===== config.mk =====
export PLATFORM = sky130hd
export DESIGN_NAME = i2c_reg_master
export DESIGN_NICKNAME = d
export VERILOG_FILES = /design/src/rtl/i2cm_pkg.sv /design/src/rtl/i2cm_sync.sv /design/src/rtl/i2cm_tick.sv /design/src/rtl/i2cm_seq.sv /design/src/rtl/i2c_reg_master.sv
export SDC_FILE = /design/constraint.sdc
export NUM_CORES = 1
export LEC_CHECK = 0
export BUFFER_PORTS_ARGS = -buffer_cell sky130_fd_sc_hd__buf_2
export CAP_MARGIN = 20
export CELL_PAD_IN_SITES_DETAIL_PLACEMENT = 1
export CELL_PAD_IN_SITES_GLOBAL_PLACEMENT = 2
export CORE_ASPECT_RATIO = 1.1
export CORE_UTILIZATION = 32
export DETAILED_ROUTE_END_ITERATION = 8
export HOLD_SLACK_MARGIN = 0.08
export MAX_ROUTING_LAYER = met4
export PLACE_DENSITY_LB_ADDON = 0.1
export SLEW_MARGIN = 5
export SYNTH_ARGS = -nofsm -noshare
export SYNTH_HDL_FRONTEND = slang
export SYNTH_HIERARCHICAL = 1
export SYNTH_SLANG_ARGS = --single-unit
export TNS_END_PERCENT = 50

===== constraint.sdc =====
create_clock -name clk_i -period 4.05 [get_ports clk_i]
set_clock_uncertainty 0.2 [all_clocks]
set_input_delay 0.2025 -clock clk_i [delete_from_list [all_inputs] [get_ports clk_i]]
set_output_delay 0.2025 -clock clk_i [all_outputs]
set_load 0.02 [all_outputs]

===== src/rtl/i2cm_pkg.sv =====
// Shared types and constants for the register-launched I2C master.
// Assumes a 3-bit register select and an 8-bit data path.
package i2cm_pkg;
    typedef enum logic [2:0] {
        ST_IDLE,
        ST_START,
        ST_SHIFT,
        ST_ACK,
        ST_STOP
    } seq_state_t;

    localparam logic [2:0] REG_MODE  = 3'd0;
    localparam logic [2:0] REG_SLAVE = 3'd1;
    localparam logic [2:0] REG_STAT  = 3'd2;
    localparam logic [2:0] REG_TXD   = 3'd3;
    localparam logic [2:0] REG_RXD   = 3'd4;

    localparam int MODE_EN_BIT = 7;
    localparam int CNT_W       = 5;
endpackage


===== src/rtl/i2cm_sync.sv =====
// Two-flop synchronizer for the sampled bus lines.
// Assumes lines idle high, so reset value is 1.
module i2cm_sync #(
    parameter int W = 2
) (
    input  logic         clk_i,
    input  logic         rst_ni,
    input  logic [W-1:0] d_i,
    output logic [W-1:0] q_o
);
    logic [W-1:0] meta_q;

    // two-stage resampling of the asynchronous line levels
    always_ff @(posedge clk_i) begin
        if (!rst_ni) begin
            meta_q <= '1;
            q_o    <= '1;
        end else begin
            meta_q <= d_i;
            q_o    <= meta_q;
        end
    end
endmodule


===== src/rtl/i2cm_tick.sv =====
// Quarter-bit tick generator: one tick every (DIV_BASE/4) << rate clocks.
// Assumes DIV_BASE is a multiple of 4; counter is held at zero while idle.
module i2cm_tick #(
    parameter int DIV_BASE = 16
) (
    input  logic       clk_i,
    input  logic       rst_ni,
    input  logic       run_i,
    input  logic [1:0] rate_i,
    output logic       tick_o
);
    localparam int QBASE = DIV_BASE / 4;
    localparam int CW    = $clog2(QBASE * 8) + 1;

    logic [CW-1:0] cnt_q;
    logic [CW-1:0] last;

    assign last   = (CW'(QBASE) << rate_i) - CW'(1);
    assign tick_o = run_i && (cnt_q == last);

    // free-running quarter counter while a transaction is active
    always_ff @(posedge clk_i) begin
        if (!rst_ni || !run_i) cnt_q <= '0;
        else if (tick_o)       cnt_q <= '0;
        else                   cnt_q <= cnt_q + CW'(1);
    end
endmodule


===== src/rtl/i2cm_seq.sv =====
// Byte sequencer: start, address, data/ack slots, stop.
// Each slot is four quarter ticks; SCL is low in quarters 0-1 and released in 2-3.
// SDA changes only on entry to quarter 1 (SCL low), except inside START/STOP.
// Assumes no clock stretching and sampled inputs that are already synchronized.
module i2cm_seq
    import i2cm_pkg::*;
#(
    parameter int LW = CNT_W
) (
    input  logic          clk_i,
    input  logic          rst_ni,
    input  logic          en_i,
    input  logic          launch_i,
    input  logic [7:0]    addr_byte_i,
    input  logic [LW-1:0] rd_last_i,
    input  logic          tick_i,
    input  logic          scl_rise_i,
    input  logic          sda_in_i,
    input  logic          bus_idle_i,
    input  logic [7:0]    tx_byte_i,
    input  logic          tx_full_i,
    output logic          tx_take_o,
    output logic [7:0]    rx_byte_o,
    output logic          rx_strobe_o,
    output logic          nack_o,
    output logic          done_o,
    output logic          busy_o,
    output logic          scl_lo_o,
    output logic          sda_lo_o,
    output seq_state_t    state_o
);
    seq_state_t    st_q;
    logic [1:0]    qtr_q;
    logic [2:0]    bit_q;
    logic [7:0]    sh_q;
    logic          addr_ph_q;
    logic          rd_q;
    logic [LW-1:0] left_q;
    logic          samp_q;
    logic          sda_lo_q;

    logic slot_end, hold, rd_data, chk_ack;

    assign rd_data  = rd_q && !addr_ph_q;
    assign chk_ack  = (st_q == ST_ACK) && !rd_data;
    assign hold     = (st_q == ST_START) && (qtr_q == 2'd0) && !bus_idle_i;
    assign slot_end = tick_i && !hold && (qtr_q == 2'd3);

    assign tx_take_o   = slot_end && chk_ack && !samp_q && !rd_q && tx_full_i;
    assign nack_o      = slot_end && chk_ack && samp_q;
    assign rx_strobe_o = slot_end && (st_q == ST_SHIFT) && rd_data && (bit_q == 3'd0);
    assign rx_byte_o   = {sh_q[6:0], samp_q};
    assign done_o      = slot_end && (st_q == ST_STOP);
    assign busy_o      = (st_q != ST_IDLE);
    assign sda_lo_o    = sda_lo_q;
    assign state_o     = st_q;

    // SCL pull-low pattern per state and quarter
    always_comb begin
        case (st_q)
            ST_START:                 scl_lo_o = qtr_q[1];
            ST_SHIFT, ST_ACK, ST_STOP: scl_lo_o = !qtr_q[1];
            default:                  scl_lo_o = 1'b0;
        endcase
    end

    // sequencer state, shift register and SDA drive
    always_ff @(posedge clk_i) begin
        if (!rst_ni) begin
            st_q      <= ST_IDLE;
            qtr_q     <= '0;
            bit_q     <= '0;
            sh_q      <= '0;
            addr_ph_q <= 1'b0;
            rd_q      <= 1'b0;
            left_q    <= '0;
            samp_q    <= 1'b1;
            sda_lo_q  <= 1'b0;
        end else if (!en_i) begin
            st_q     <= ST_IDLE;
            qtr_q    <= '0;
            sda_lo_q <= 1'b0;
        end else begin
            if (scl_rise_i) samp_q <= sda_in_i;
            if (st_q == ST_IDLE) begin
                sda_lo_q <= 1'b0;
                if (launch_i) begin
                    st_q      <= ST_START;
                    qtr_q     <= '0;
                    sh_q      <= addr_byte_i;
                    rd_q      <= addr_byte_i[0];
                    addr_ph_q <= 1'b1;
                    left_q    <= rd_last_i;
                end
            end else if (tick_i && !hold) begin
                qtr_q <= qtr_q + 2'd1;
                if (qtr_q == 2'd0) begin
                    case (st_q)
                        ST_START: sda_lo_q <= 1'b1;
                        ST_SHIFT: sda_lo_q <= rd_data ? 1'b0 : !sh_q[7];
                        ST_ACK:   sda_lo_q <= rd_data && (left_q != '0);
                        ST_STOP:  sda_lo_q <= 1'b1;
                        default:  sda_lo_q <= 1'b0;
                    endcase
                end
                if (qtr_q == 2'd2 && st_q == ST_STOP) sda_lo_q <= 1'b0;
                if (qtr_q == 2'd3) begin
                    case (st_q)
                        ST_START: begin
                            st_q  <= ST_SHIFT;
                            bit_q <= 3'd7;
                        end
                        ST_SHIFT: begin
                            sh_q <= {sh_q[6:0], samp_q};
                            if (bit_q == 3'd0) st_q <= ST_ACK;
                            else               bit_q <= bit_q - 3'd1;
                        end
                        ST_ACK: begin
                            bit_q <= 3'd7;
                            if (chk_ack) begin
                                if (samp_q) begin
                                    st_q <= ST_STOP;
                                end else if (rd_q) begin
                                    addr_ph_q <= 1'b0;
                                    st_q      <= ST_SHIFT;
                                end else if (tx_full_i) begin
                                    addr_ph_q <= 1'b0;
                                    sh_q      <= tx_byte_i;
                                    st_q      <= ST_SHIFT;
                                end else begin
                                    st_q <= ST_STOP;
                                end
                            end else if (left_q == '0) begin
                                st_q <= ST_STOP;
                            end else begin
                                left_q <= left_q - LW'(1);
                                st_q   <= ST_SHIFT;
                            end
                        end
                        default: st_q <= ST_IDLE;
                    endcase
                end
            end
        end
    end
endmodule


===== src/rtl/i2c_reg_master.sv =====
// Register-launched I2C master top: register bank, synchronizers, divider, sequencer.
// Assumes a single register access per cycle; reads return the selected register combinationally.
module i2c_reg_master
    import i2cm_pkg::*;
#(
    parameter int DIV_BASE = 16
) (
    input  logic       clk_i,
    input  logic       rst_ni,
    input  logic       reg_wr_i,
    input  logic       reg_rd_i,
    input  logic [2:0] reg_addr_i,
    input  logic [7:0] reg_wdata_i,
    output logic [7:0] reg_rdata_o,
    input  logic       scl_i,
    input  logic       sda_i,
    output logic       scl_oe_o,
    output logic       sda_oe_o,
    output logic       irq_o
);
    logic [7:0] mode_q, slave_q, tx_q, rx_q;
    logic       tx_full_q, rx_valid_q, nack_q, done_q;
    logic [1:0] lines_s;
    logic       scl_s_d;
    logic       tick, launch, busy, scl_lo, sda_lo;
    logic       tx_take, rx_strobe, nack_p, done_p;
    logic [7:0] rx_byte;
    logic [7:0] status;
    seq_state_t seq_st;

    assign launch = reg_wr_i && (reg_addr_i == REG_SLAVE) && mode_q[MODE_EN_BIT] && !busy;
    assign status = {3'b000, done_q, nack_q, rx_valid_q, !tx_full_q, busy};

    i2cm_sync #(.W(2)) u_sync (
        .clk_i (clk_i),
        .rst_ni(rst_ni),
        .d_i   ({scl_i, sda_i}),
        .q_o   (lines_s)
    );

    i2cm_tick #(.DIV_BASE(DIV_BASE)) u_tick (
        .clk_i (clk_i),
        .rst_ni(rst_ni),
        .run_i (busy),
        .rate_i(mode_q[6:5]),
        .tick_o(tick)
    );

    i2cm_seq #(.LW(CNT_W)) u_seq (
        .clk_i      (clk_i),
        .rst_ni     (rst_ni),
        .en_i       (mode_q[MODE_EN_BIT]),
        .launch_i   (launch),
        .addr_byte_i(reg_wdata_i),
        .rd_last_i  (mode_q[CNT_W-1:0]),
        .tick_i     (tick),
        .scl_rise_i (lines_s[1] && !scl_s_d),
        .sda_in_i   (lines_s[0]),
        .bus_idle_i (&lines_s),
        .tx_byte_i  (tx_q),
        .tx_full_i  (tx_full_q),
        .tx_take_o  (tx_take),
        .rx_byte_o  (rx_byte),
        .rx_strobe_o(rx_strobe),
        .nack_o     (nack_p),
        .done_o     (done_p),
        .busy_o     (busy),
        .scl_lo_o   (scl_lo),
        .sda_lo_o   (sda_lo),
        .state_o    (seq_st)
    );

    // register bank and sticky status flags
    always_ff @(posedge clk_i) begin
        if (!rst_ni) begin
            mode_q     <= '0;
            slave_q    <= '0;
            tx_q       <= '0;
            rx_q       <= '0;
            tx_full_q  <= 1'b0;
            rx_valid_q <= 1'b0;
            nack_q     <= 1'b0;
            done_q     <= 1'b0;
            scl_s_d    <= 1'b1;
        end else begin
            scl_s_d <= lines_s[1];
            if (reg_wr_i && reg_addr_i == REG_MODE) mode_q <= reg_wdata_i;
            if (launch) slave_q <= reg_wdata_i;
            if (reg_wr_i && reg_addr_i == REG_TXD) begin
                tx_q      <= reg_wdata_i;
                tx_full_q <= 1'b1;
            end else if (tx_take) begin
                tx_full_q <= 1'b0;
            end
            if (rx_strobe) begin
                rx_q       <= rx_byte;
                rx_valid_q <= 1'b1;
            end else if (reg_rd_i && reg_addr_i == REG_RXD) begin
                rx_valid_q <= 1'b0;
            end
            if (reg_wr_i && reg_addr_i == REG_STAT) begin
                nack_q <= 1'b0;
                done_q <= 1'b0;
            end else begin
                if (nack_p) nack_q <= 1'b1;
                if (done_p) done_q <= 1'b1;
            end
        end
    end

    // read-data multiplexer
    always_comb begin
        case (reg_addr_i)
            REG_MODE:  reg_rdata_o = mode_q;
            REG_SLAVE: reg_rdata_o = slave_q;
            REG_STAT:  reg_rdata_o = status;
            REG_TXD:   reg_rdata_o = tx_q;
            REG_RXD:   reg_rdata_o = rx_q;
            default:   reg_rdata_o = '0;
        endcase
    end

    assign scl_oe_o = mode_q[MODE_EN_BIT] && scl_lo;
    assign sda_oe_o = mode_q[MODE_EN_BIT] && sda_lo;
    assign irq_o    = done_q || nack_q;
endmodule


==> results of run 1 <==
==> cells in the final DEF, fill, tap and decap left out, types with 7 or more instances in the layout <==
cell	n
sky130_fd_sc_hd__clkbuf_16	9
sky130_fd_sc_hd__nand3_1	21
sky130_fd_sc_hd__o21ai_0	16
sky130_fd_sc_hd__nor2_1	30
sky130_fd_sc_hd__mux2i_1	36
sky130_fd_sc_hd__a22oi_1	7
sky130_fd_sc_hd__dfxtp_1	72
sky130_fd_sc_hd__inv_1	13
sky130_fd_sc_hd__nor2b_1	12
sky130_fd_sc_hd__a211o_1	8
sky130_fd_sc_hd__nor3_1	10
sky130_fd_sc_hd__nand2_1	61
sky130_fd_sc_hd__nand2b_1	9
sky130_fd_sc_hd__a21boi_1	8
sky130_fd_sc_hd__a21oi_1	16
sky130_fd_sc_hd__dlygate4sd3_1	11
sky130_fd_sc_hd__ha_1	8
sky130_fd_sc_hd__buf_2	27
==> power by group through the flow <==
| stage | registers [mW] | logic [mW] | clock network [mW] |
|---|---|---|---|
| floorplan | 0.733 | 0.0466 | 0 |
| global placement | 0.736 | 0.0734 | 0 |
| detailed placement | 0.736 | 0.0741 | 0 |
| CTS | 0.720 | 0.0824 | 0.923 |
| global route | 0.721 | 0.0888 | 0.956 |
| finish | 0.720 | 0.0811 | 0.895 |
==> cells by family (layout without fill, tap and decap cells) <==
family	Yosys count	after routing	share of synthesized area [%]
AND/OR/NAND/NOR	178	178	24.1
buffers and inverters	49	72	6.91
adder cells (fa/ha/maj)	8	8	2.59
multiplexers	40	40	10.5
XOR/XNOR	7	7	1.59
flip-flops	72	72	37.4
AO/OA/AOI/OAI	92	92	17.0
==> how the worst min path moves through the flow <==
stage	startpoint	endpoint	slack, ns	cells after the start
2_1_floorplan	rst_ni	u_sync/q_o[0]	0.08	1
3_3_place_gp	sda_i	u_sync/meta_q[0]	0.19	2
3_5_place_dp	sda_i	u_sync/meta_q[0]	0.19	2
4_1_cts	reg_wr_i	nack_q	0.12	4
5_1_grt	reg_wr_i	done_q	0.13	4
6_report	reg_wr_i	nack_q	0.12	4
==> worst max-delay path, cell delays in order (launching register included) <==
cell,delay [ns]
sky130_fd_sc_hd__dfxtp_1,0.66
sky130_fd_sc_hd__nor3_4,0.14
sky130_fd_sc_hd__inv_1,0.10
sky130_fd_sc_hd__nand2_1,0.05
sky130_fd_sc_hd__nor3_1,0.19
sky130_fd_sc_hd__o221a_4,0.32
sky130_fd_sc_hd__nand2_1,0.14
sky130_fd_sc_hd__a21oi_2,0.26
sky130_fd_sc_hd__and2_1,0.53
sky130_fd_sc_hd__mux2i_1,0.26
sky130_fd_sc_hd__nor2b_1,0.07
==> routing by layer <==
metal / track usage (%) / part of all wire (%) / up-vias
li1: - / - / 1597
met1: 23.0 / 47 / 1571
met2: 33.9 / 49 / 37
met3: 3.77 / 2.4 / 10
met4: 5.94 / 1.3 / 0
met5: - / 0 / -
==> repair_timing <==
item | CTS | global route
buffers inserted | 0 | 0
endpoints found under the hold margin | 29 | 0
hold buffers | 11 | 0
setup endpoints to repair | 0 | 0
==> registers in the layout (all words and copies together), names as in the netlist <==
signal	cells
mode_q	8
rx_q	8
slave_q	8
tx_q	8
u_seq/sh_q	8
u_tick/cnt_q	6
u_seq/left_q	5
u_seq/bit_q	3
u_seq/state_o	3
u_seq/qtr_q	2
u_sync/meta_q	2
u_sync/q_o	2
done_q	1
nack_q	1
rx_valid_q	1
scl_s_d	1
tx_full_q	1
u_seq/addr_ph_q	1
u_seq/rd_q	1
u_seq/samp_q	1
u_seq/sda_lo_o	1
==> final cells by class <==
type | instances | area [um^2] | share of cell area, %
inverters | 13 | 48.8 | 1.10
clock buffers | 14 | 274 | 6.16
multi-input cells | 325 | 2150 | 48.4
well taps | 150 | 188 | 4.22
repair buffers | 43 | 283 | 6.36
flip-flops and latches | 72 | 1440 | 32.4
clock inverters | 2 | 60.1 | 1.35
==> reports/qor.json, run 1 <==
{
  "die_y": {"value": 117, "unit": "um"},
  "timing_worst_slew_pin_value": {"value": 0.839, "unit": "ns"},
  "drt-initial-drc-count": {"value": 102},
  "detailedPlace.worstSlack": {"value": 1.03, "unit": "ns"},
  "ys.warnings.count": {"value": 6},
  "tritoncts": {"value": "done"},
  "cp_max_fo": {"value": 15},
  "vias": {"value": 3215},
  "grt_use_total": {"value": 19.6, "unit": "%"},
  "hold_ws": {"value": 0.122, "unit": "ns"},
  "yosysTopAreaCellShare": {"value": 37.4, "unit": "%"},
  "fin_ws": {"value": 1.01, "unit": "ns"},
  "design.final.nets": {"value": 489},
  "post_cts_resized": {"value": 0},
  "insertion_delay": {"value": 0.33, "unit": "ns"},
  "boundaryPins": {"value": 28},
  "grt_pass1_wl": {"value": 17800, "unit": "um"},
  "most_common_flop_cell_mapped_by_yosys": {"value": "sky130_fd_sc_hd__dfxtp_1"},
  "timing.setup.critical_path_class": {"value": "flop to flop"},
  "final_max_slew_viol_count": {"value": 0},
  "ant_nets": {"value": 0},
  "antenna_found_initial": {"value": 0},
  "power_per_cell_area": {"value": 382, "unit": "nW/um^2"},
  "core_region_area": {"value": 11600, "unit": "um^2"},
  "seq_area_frac_synth": {"value": 37.4, "unit": "%"},
  "clockPowerShare": {"value": 52.8, "unit": "%"},
  "crit_required": {"value": 4.07, "unit": "ns"},
  "vias_per_inst": {"value": 5.19},
  "final_layout_size_suffix_gt1_share": {"value": 13.9, "unit": "%"},
  "number_of_diodes": {"value": 0},
  "clk_root_buffer_cell": {"value": "sky130_fd_sc_hd__clkbuf_16"},
  "worst_r2r_startpoint": {"value": "u_seq/state_o[0]"},
  "place_inst": {"value": 592},
  "timing.setup.tns": {"value": 0, "unit": "ns"},
  "timing.rr.end": {"value": "rx_q[1]"},
  "avgRoutedWirePerCell": {"value": 18.1, "unit": "um"},
  "end_kind": {"value": "flop"},
  "drt_pre_antenna_iters": {"value": 4},
  "synth-seq-cells": {"value": 72},
  "critical_path.startpoint_type": {"value": "flop"},
  "layout.filler_cells": {"value": 1378},
  "rsz_0062_raised_after_global_routing": {"value": "no"},
  "grt_pass1_vias": {"value": 3301},
  "detailed_route_drc_error_count": {"value": 0},
  "fin_area": {"value": 4450, "unit": "um^2"},
  "finish.utilization": {"value": 38.3, "unit": "%"},
  "synth.lib_cells_used.distinct": {"value": 63},
  "synth_commonest_cells": {"value": "sky130_fd_sc_hd__dfxtp_1, sky130_fd_sc_hd__nand2_1, sky130_fd_sc_hd__mux2i_1"},
  "synth_area": {"value": 3860, "unit": "um^2"},
  "synthMostInstantiatedCell": {"value": "sky130_fd_sc_hd__dfxtp_1"},
  "synthCells": {"value": 446},
  "floorplan.die_area": {"value": 12500, "unit": "um^2"},
  "synth-async-reset-ratio": {"value": 0, "unit": "%"},
  "worstPathArrival": {"value": 3.06, "unit": "ns"},
  "hp-class": {"value": "input port to flop"},
  "port-buffer-count": {"value": 27},
  "globalplace.congestion": {"value": 0.757},
  "period_share": {"value": 75.1, "unit": "%"},
  "ctsLongestPathBuffers": {"value": 2},
  "initial_core_util": {"value": 33.3, "unit": "%"},
  "endpoint": {"value": "rx_q[1]"},
  "design_power_total": {"value": 1.70, "unit": "mW"},
  "synth_top_cell_by_area": {"value": "sky130_fd_sc_hd__dfxtp_1"},
  "critical_path.startpoint": {"value": "u_seq/state_o[0]"},
  "largest_net_degree_at_the_start_of_global_routing": {"value": 37},
  "synth_enable_flop_cells": {"value": 0},
  "clock_tree_sinks": {"value": 72},
  "route.final.wire_length": {"value": 11200, "unit": "um"},
  "cellLeakagePower": {"value": 1.68, "unit": "nW"},
  "clk_pin_slew": {"value": 0.06, "unit": "ns"},
  "max_slew_margin": {"value": 44.0, "unit": "%"},
  "power.share.combinational": {"value": 4.8, "unit": "%"},
  "synth_area_per_cell": {"value": 8.65, "unit": "um^2"},
  "ir_worst_vdd": {"value": 0.132, "unit": "mV"},
  "r2r_slack": {"value": 1.01, "unit": "ns"},
  "power.switching": {"value": 0.360, "unit": "mW"},
  "report.final.hold_viol_count": {"value": 0},
  "swShare": {"value": 21.2, "unit": "%"},
  "status": {"value": "completed"},
  "fin_crit": {"value": 3.04, "unit": "ns"},
  "stdcell_count": {"value": 619},
  "total_clock_buffers_created_by_cts": {"value": 9},
  "post-dp-hpwl": {"value": 7840, "unit": "um"},
  "fmax": {"value": 0.329, "unit": "GHz"},
  "seqPwrFrac": {"value": 42.5, "unit": "%"},
  "postSynthNetCount": {"value": 471},
  "htree_num_levels": {"value": 3},
  "intPower": {"value": 1.34, "unit": "mW"},
  "dpl-instance-area": {"value": 4000, "unit": "um^2"},
  "area_growth_from_synthesis_to_layout": {"value": 15.2, "unit": "%"},
  "placementRows": {"value": 41},
  "post_synth_main_area_contributors": {"value": "sky130_fd_sc_hd__dfxtp_1, sky130_fd_sc_hd__mux2i_1, sky130_fd_sc_hd__nand2_1"},
  "dieWidth": {"value": 107, "unit": "um"},
  "overflow_left_after_global_routing": {"value": 0},
  "max_cap_viol_count": {"value": 0},
  "worst-r2r-cell-count": {"value": 10},
  "final_count_of_negative_setup_slack_endpoints": {"value": 0}
}
Power figures use the tool's default switching activity.
==> run 2, diff against run 1 <==
==> constraint.sdc (replaced) <==
create_clock -name clk_i -period 3.15 [get_ports clk_i]
set_clock_uncertainty 0.2 [all_clocks]
set_input_delay 0.1575 -clock clk_i [delete_from_list [all_inputs] [get_ports clk_i]]
set_output_delay 0.1575 -clock clk_i [all_outputs]
set_load 0.02 [all_outputs]
==> run 2 against run 1 <==
- critical path depth is the same
- design area is 0.17% lower
- first-iteration DRC count shrank 5.9%
- setup slack got worse by 0.63 ns
- register-to-register slack worse by 0.63 ns
- sequential share of layout area is 0.055 points higher
- global-route usage grew 1.0 points
- hold slack improved by 0.062 ns
- clock power increased by 5.8%
- clock-buffer cell count is 2 lower
- critical path type unchanged
- largest cell class unchanged
==> reports/qor.json, run 2 (same netlist as run 1, synthesis figures left out) <==
{
  "clk_root_buffer_cell": {"value": "sky130_fd_sc_hd__clkbuf_16"},
  "core_region_area": {"value": 11600, "unit": "um^2", "change": "unchanged"},
  "max_cap_viol_count": {"value": 0, "change": "unchanged"},
  "number_of_diodes": {"value": 0, "change": "unchanged"},
  "crit_required": {"value": 3.22, "unit": "ns", "change": "-0.85 ns"},
  "overflow_left_after_global_routing": {"value": 0, "change": "unchanged"},
  "largest_net_degree_at_the_start_of_global_routing": {"value": 53, "change": "+43%"},
  "timing.setup.tns": {"value": 0, "unit": "ns", "change": "unchanged"},
  "period_share": {"value": 87.9, "unit": "%", "change": "+13 points"},
  "dieWidth": {"value": 107, "unit": "um", "change": "unchanged"},
  "ant_nets": {"value": 0, "change": "unchanged"},
  "report.final.hold_viol_count": {"value": 0, "change": "unchanged"},
  "critical_path.startpoint": {"value": "u_seq/state_o[2]"},
  "final_max_slew_viol_count": {"value": 0, "change": "unchanged"},
  "timing_worst_slew_pin_value": {"value": 0.805, "unit": "ns", "change": "-0.0343 ns"},
  "ctsLongestPathBuffers": {"value": 2, "change": "unchanged"},
  "final_count_of_negative_setup_slack_endpoints": {"value": 0, "change": "unchanged"},
  "htree_num_levels": {"value": 3, "change": "unchanged"},
  "antenna_found_initial": {"value": 0, "change": "unchanged"},
  "status": {"value": "completed"},
  "tritoncts": {"value": "done"},
  "drt-initial-drc-count": {"value": 96, "change": "-5.9%"},
  "power.share.combinational": {"value": 5.7, "unit": "%", "change": "+0.9 points"},
  "post_cts_buffers": {"value": 0, "change": "unchanged"},
  "multi_input_comb_area": {"value": 2150, "unit": "um^2", "change": "unchanged"},
  "drt_pre_antenna_iters": {"value": 4, "change": "unchanged"},
  "timing.setup.critical_path_class": {"value": "flop to flop"},
  "ir_worst_vdd": {"value": 0.282, "unit": "mV", "change": "+110%"},
  "clk_pin_slew": {"value": 0.06, "unit": "ns", "change": "about the same"},
  "hold_ws": {"value": 0.183, "unit": "ns", "change": "+0.0616 ns"},
  "grt_pass1_vias": {"value": 3394, "change": "+2.8%"},
  "route.final.wire_length": {"value": 11600, "unit": "um", "change": "+3.3%"},
  "worst_r2r_startpoint": {"value": "u_seq/state_o[2]"},
  "layout.filler_cells": {"value": 1389, "change": "+0.80%"},
  "final_layout_size_suffix_gt1_share": {"value": 14.6, "unit": "%", "change": "+0.70 points"},
  "fmax": {"value": 0.361, "unit": "GHz", "change": "+9.7%"},
  "register_area": {"value": 1440, "unit": "um^2", "change": "unchanged"},
  "hp-class": {"value": "input port to flop"},
  "fin_crit": {"value": 2.77, "unit": "ns", "change": "-0.270 ns"},
  "grt_pass1_wl": {"value": 18500, "unit": "um", "change": "+4.1%"},
  "clockPowerShare": {"value": 47.7, "unit": "%", "change": "-5.1 points"},
  "grt_use_total": {"value": 20.6, "unit": "%", "change": "+1.0 points"},
  "intPower": {"value": 1.52, "unit": "mW", "change": "+14%"},
  "power.switching": {"value": 0.460, "unit": "mW", "change": "+28%"},
  "insertion_delay": {"value": 0.34, "unit": "ns", "change": "about the same"},
  "detailed_route_drc_error_count": {"value": 0, "change": "unchanged"},
  "design.final.nets": {"value": 497, "change": "+1.6%"},
  "port-buffer-count": {"value": 27, "change": "unchanged"},
  "end_kind": {"value": "flop"},
  "total_clock_buffers_created_by_cts": {"value": 9, "change": "unchanged"},
  "globalplace.congestion": {"value": 0.700, "change": "-7.5%"},
  "post-dp-hpwl": {"value": 7960, "unit": "um", "change": "+1.6%"},
  "most_common_cell_after_layout_fill_and_taps_aside": {"value": "sky130_fd_sc_hd__dfxtp_1"},
  "die_y": {"value": 117, "unit": "um", "change": "unchanged"},
  "cp_max_fo": {"value": 16, "change": "+1"},
  "worstPathArrival": {"value": 2.84, "unit": "ns", "change": "-0.22 ns"},
  "boundaryPins": {"value": 28, "change": "unchanged"},
  "initial_core_util": {"value": 33.3, "unit": "%", "change": "unchanged"},
  "floorplan.die_area": {"value": 12500, "unit": "um^2", "change": "unchanged"},
  "clock_tree_sinks": {"value": 72, "change": "unchanged"},
  "avgRoutedWirePerCell": {"value": 18.5, "unit": "um", "change": "+2.4%"},
  "max_slew_margin": {"value": 46.2, "unit": "%", "change": "+2.2 points"},
  "vias_per_inst": {"value": 5.23, "change": "+0.65%"},
  "area_growth_from_synthesis_to_layout": {"value": 15.0, "unit": "%"},
  "cellLeakagePower": {"value": 1.69, "unit": "nW", "change": "+0.44%"},
  "finish.utilization": {"value": 38.3, "unit": "%", "change": "-0.065 points"},
  "most_frequent_cells_in_the_layout": {"value": "sky130_fd_sc_hd__dfxtp_1, sky130_fd_sc_hd__nand2_1, sky130_fd_sc_hd__mux2i_1"},
  "power_per_cell_area": {"value": 447, "unit": "nW/um^2", "change": "+17%"},
  "critical_path.startpoint_type": {"value": "flop"},
  "rsz_0062_raised_after_global_routing": {"value": "no"},
  "placementRows": {"value": 41, "change": "unchanged"},
  "vias": {"value": 3262, "change": "+1.5%"},
  "swShare": {"value": 23.2, "unit": "%", "change": "+2.0 points"},
  "origin_of_the_worst_min_delay_path": {"value": "reg_addr_i[2]"},
  "seqPwrFrac": {"value": 46.6, "unit": "%", "change": "+4.1 points"}
}
run 2: cell types whose count changed in the layout (fill, tap and decap cells not counted):
cell / previous run / this run
sky130_fd_sc_hd__clkbuf_1: 2 / 1
sky130_fd_sc_hd__dlygate4sd3_1: 11 / 13
sky130_fd_sc_hd__clkinv_2: 0 / 1
sky130_fd_sc_hd__clkbuf_8: 3 / 2
sky130_fd_sc_hd__buf_4: 5 / 11
sky130_fd_sc_hd__bufinv_16: 2 / 0
run 2: worst paths after layout:
| path | to | slack [ns] | depth (start not counted) |
|---|---|---|---|
| setup / recovery | u_seq/sh_q[1] | 0.38 | 10 |
| hold / removal | rx_valid_q | 0.18 | 3 |
| setup reg to reg | u_seq/sh_q[1] | 0.38 | 10 |
| hold reg to reg | u_sync/q_o[0] | 0.22 | 1 |
run 2: through the flow:
step / total power [mW] / worst slack [ns] / instance area, um^2 / std cells
floorplan: 1.00 / 0.274 / 3860 / 446
CTS: 2.02 / 0.378 / 4440 / 624
global route: 2.06 / 0.109 / 4440 / 624
finish: 1.98 / 0.380 / 4440 / 624
detailed placement: 1.05 / 0.395 / 4050 / 598
global placement: 1.04 / 0.459 / 4050 / 598
run 2: layout make-up:
| class | count | share of cell area [%] |
|---|---|---|
| clock buffers | 12 | 5.78 |
| clock inverters | 1 | 0.113 |
| inverters | 13 | 1.10 |
| multi-input cells | 325 | 48.5 |
| flip-flops and latches | 72 | 32.5 |
| well taps | 150 | 4.23 |
| repair buffers | 51 | 7.84 |
run 2: repair_timing:
| action | in CTS | in global routing |
|---|---|---|
| resized for setup | 0 | 0 |
| hold endpoints to repair | 42 | 0 |
| hold buffers | 13 | 0 |
run 2: routing by layer:
metal  vias to the layer above  GRT usage (%)  part of all wire (%)
met5                         -              -                     0
met4                         0           10.2                   1.7
met3                        14           3.54                   2.6
met2                        46           33.6                    50
met1                      1586           24.5                    46
li1                       1616              -                     -
run 2: worst max-delay path, stage by stage, from the launching register on:
cell	delay, ns
sky130_fd_sc_hd__dfxtp_1	0.52
sky130_fd_sc_hd__nor3_4	0.12
sky130_fd_sc_hd__inv_1	0.09
sky130_fd_sc_hd__nand2_1	0.05
sky130_fd_sc_hd__nor3_1	0.17
sky130_fd_sc_hd__o221a_4	0.30
sky130_fd_sc_hd__nand2_1	0.14
sky130_fd_sc_hd__a211oi_2	0.27
sky130_fd_sc_hd__o211ai_2	0.36
sky130_fd_sc_hd__a211o_1	0.37
sky130_fd_sc_hd__a21oi_2	0.11
run 2: power groups by stage:
stage / logic, mW / registers [mW] / clock network [mW]
after floorplan: 0.0599 / 0.942 / 0
after CTS: 0.114 / 0.925 / 0.979
after global routing: 0.122 / 0.925 / 1.02
after detailed placement: 0.102 / 0.945 / 0
final: 0.113 / 0.925 / 0.947
after global placement: 0.100 / 0.944 / 0
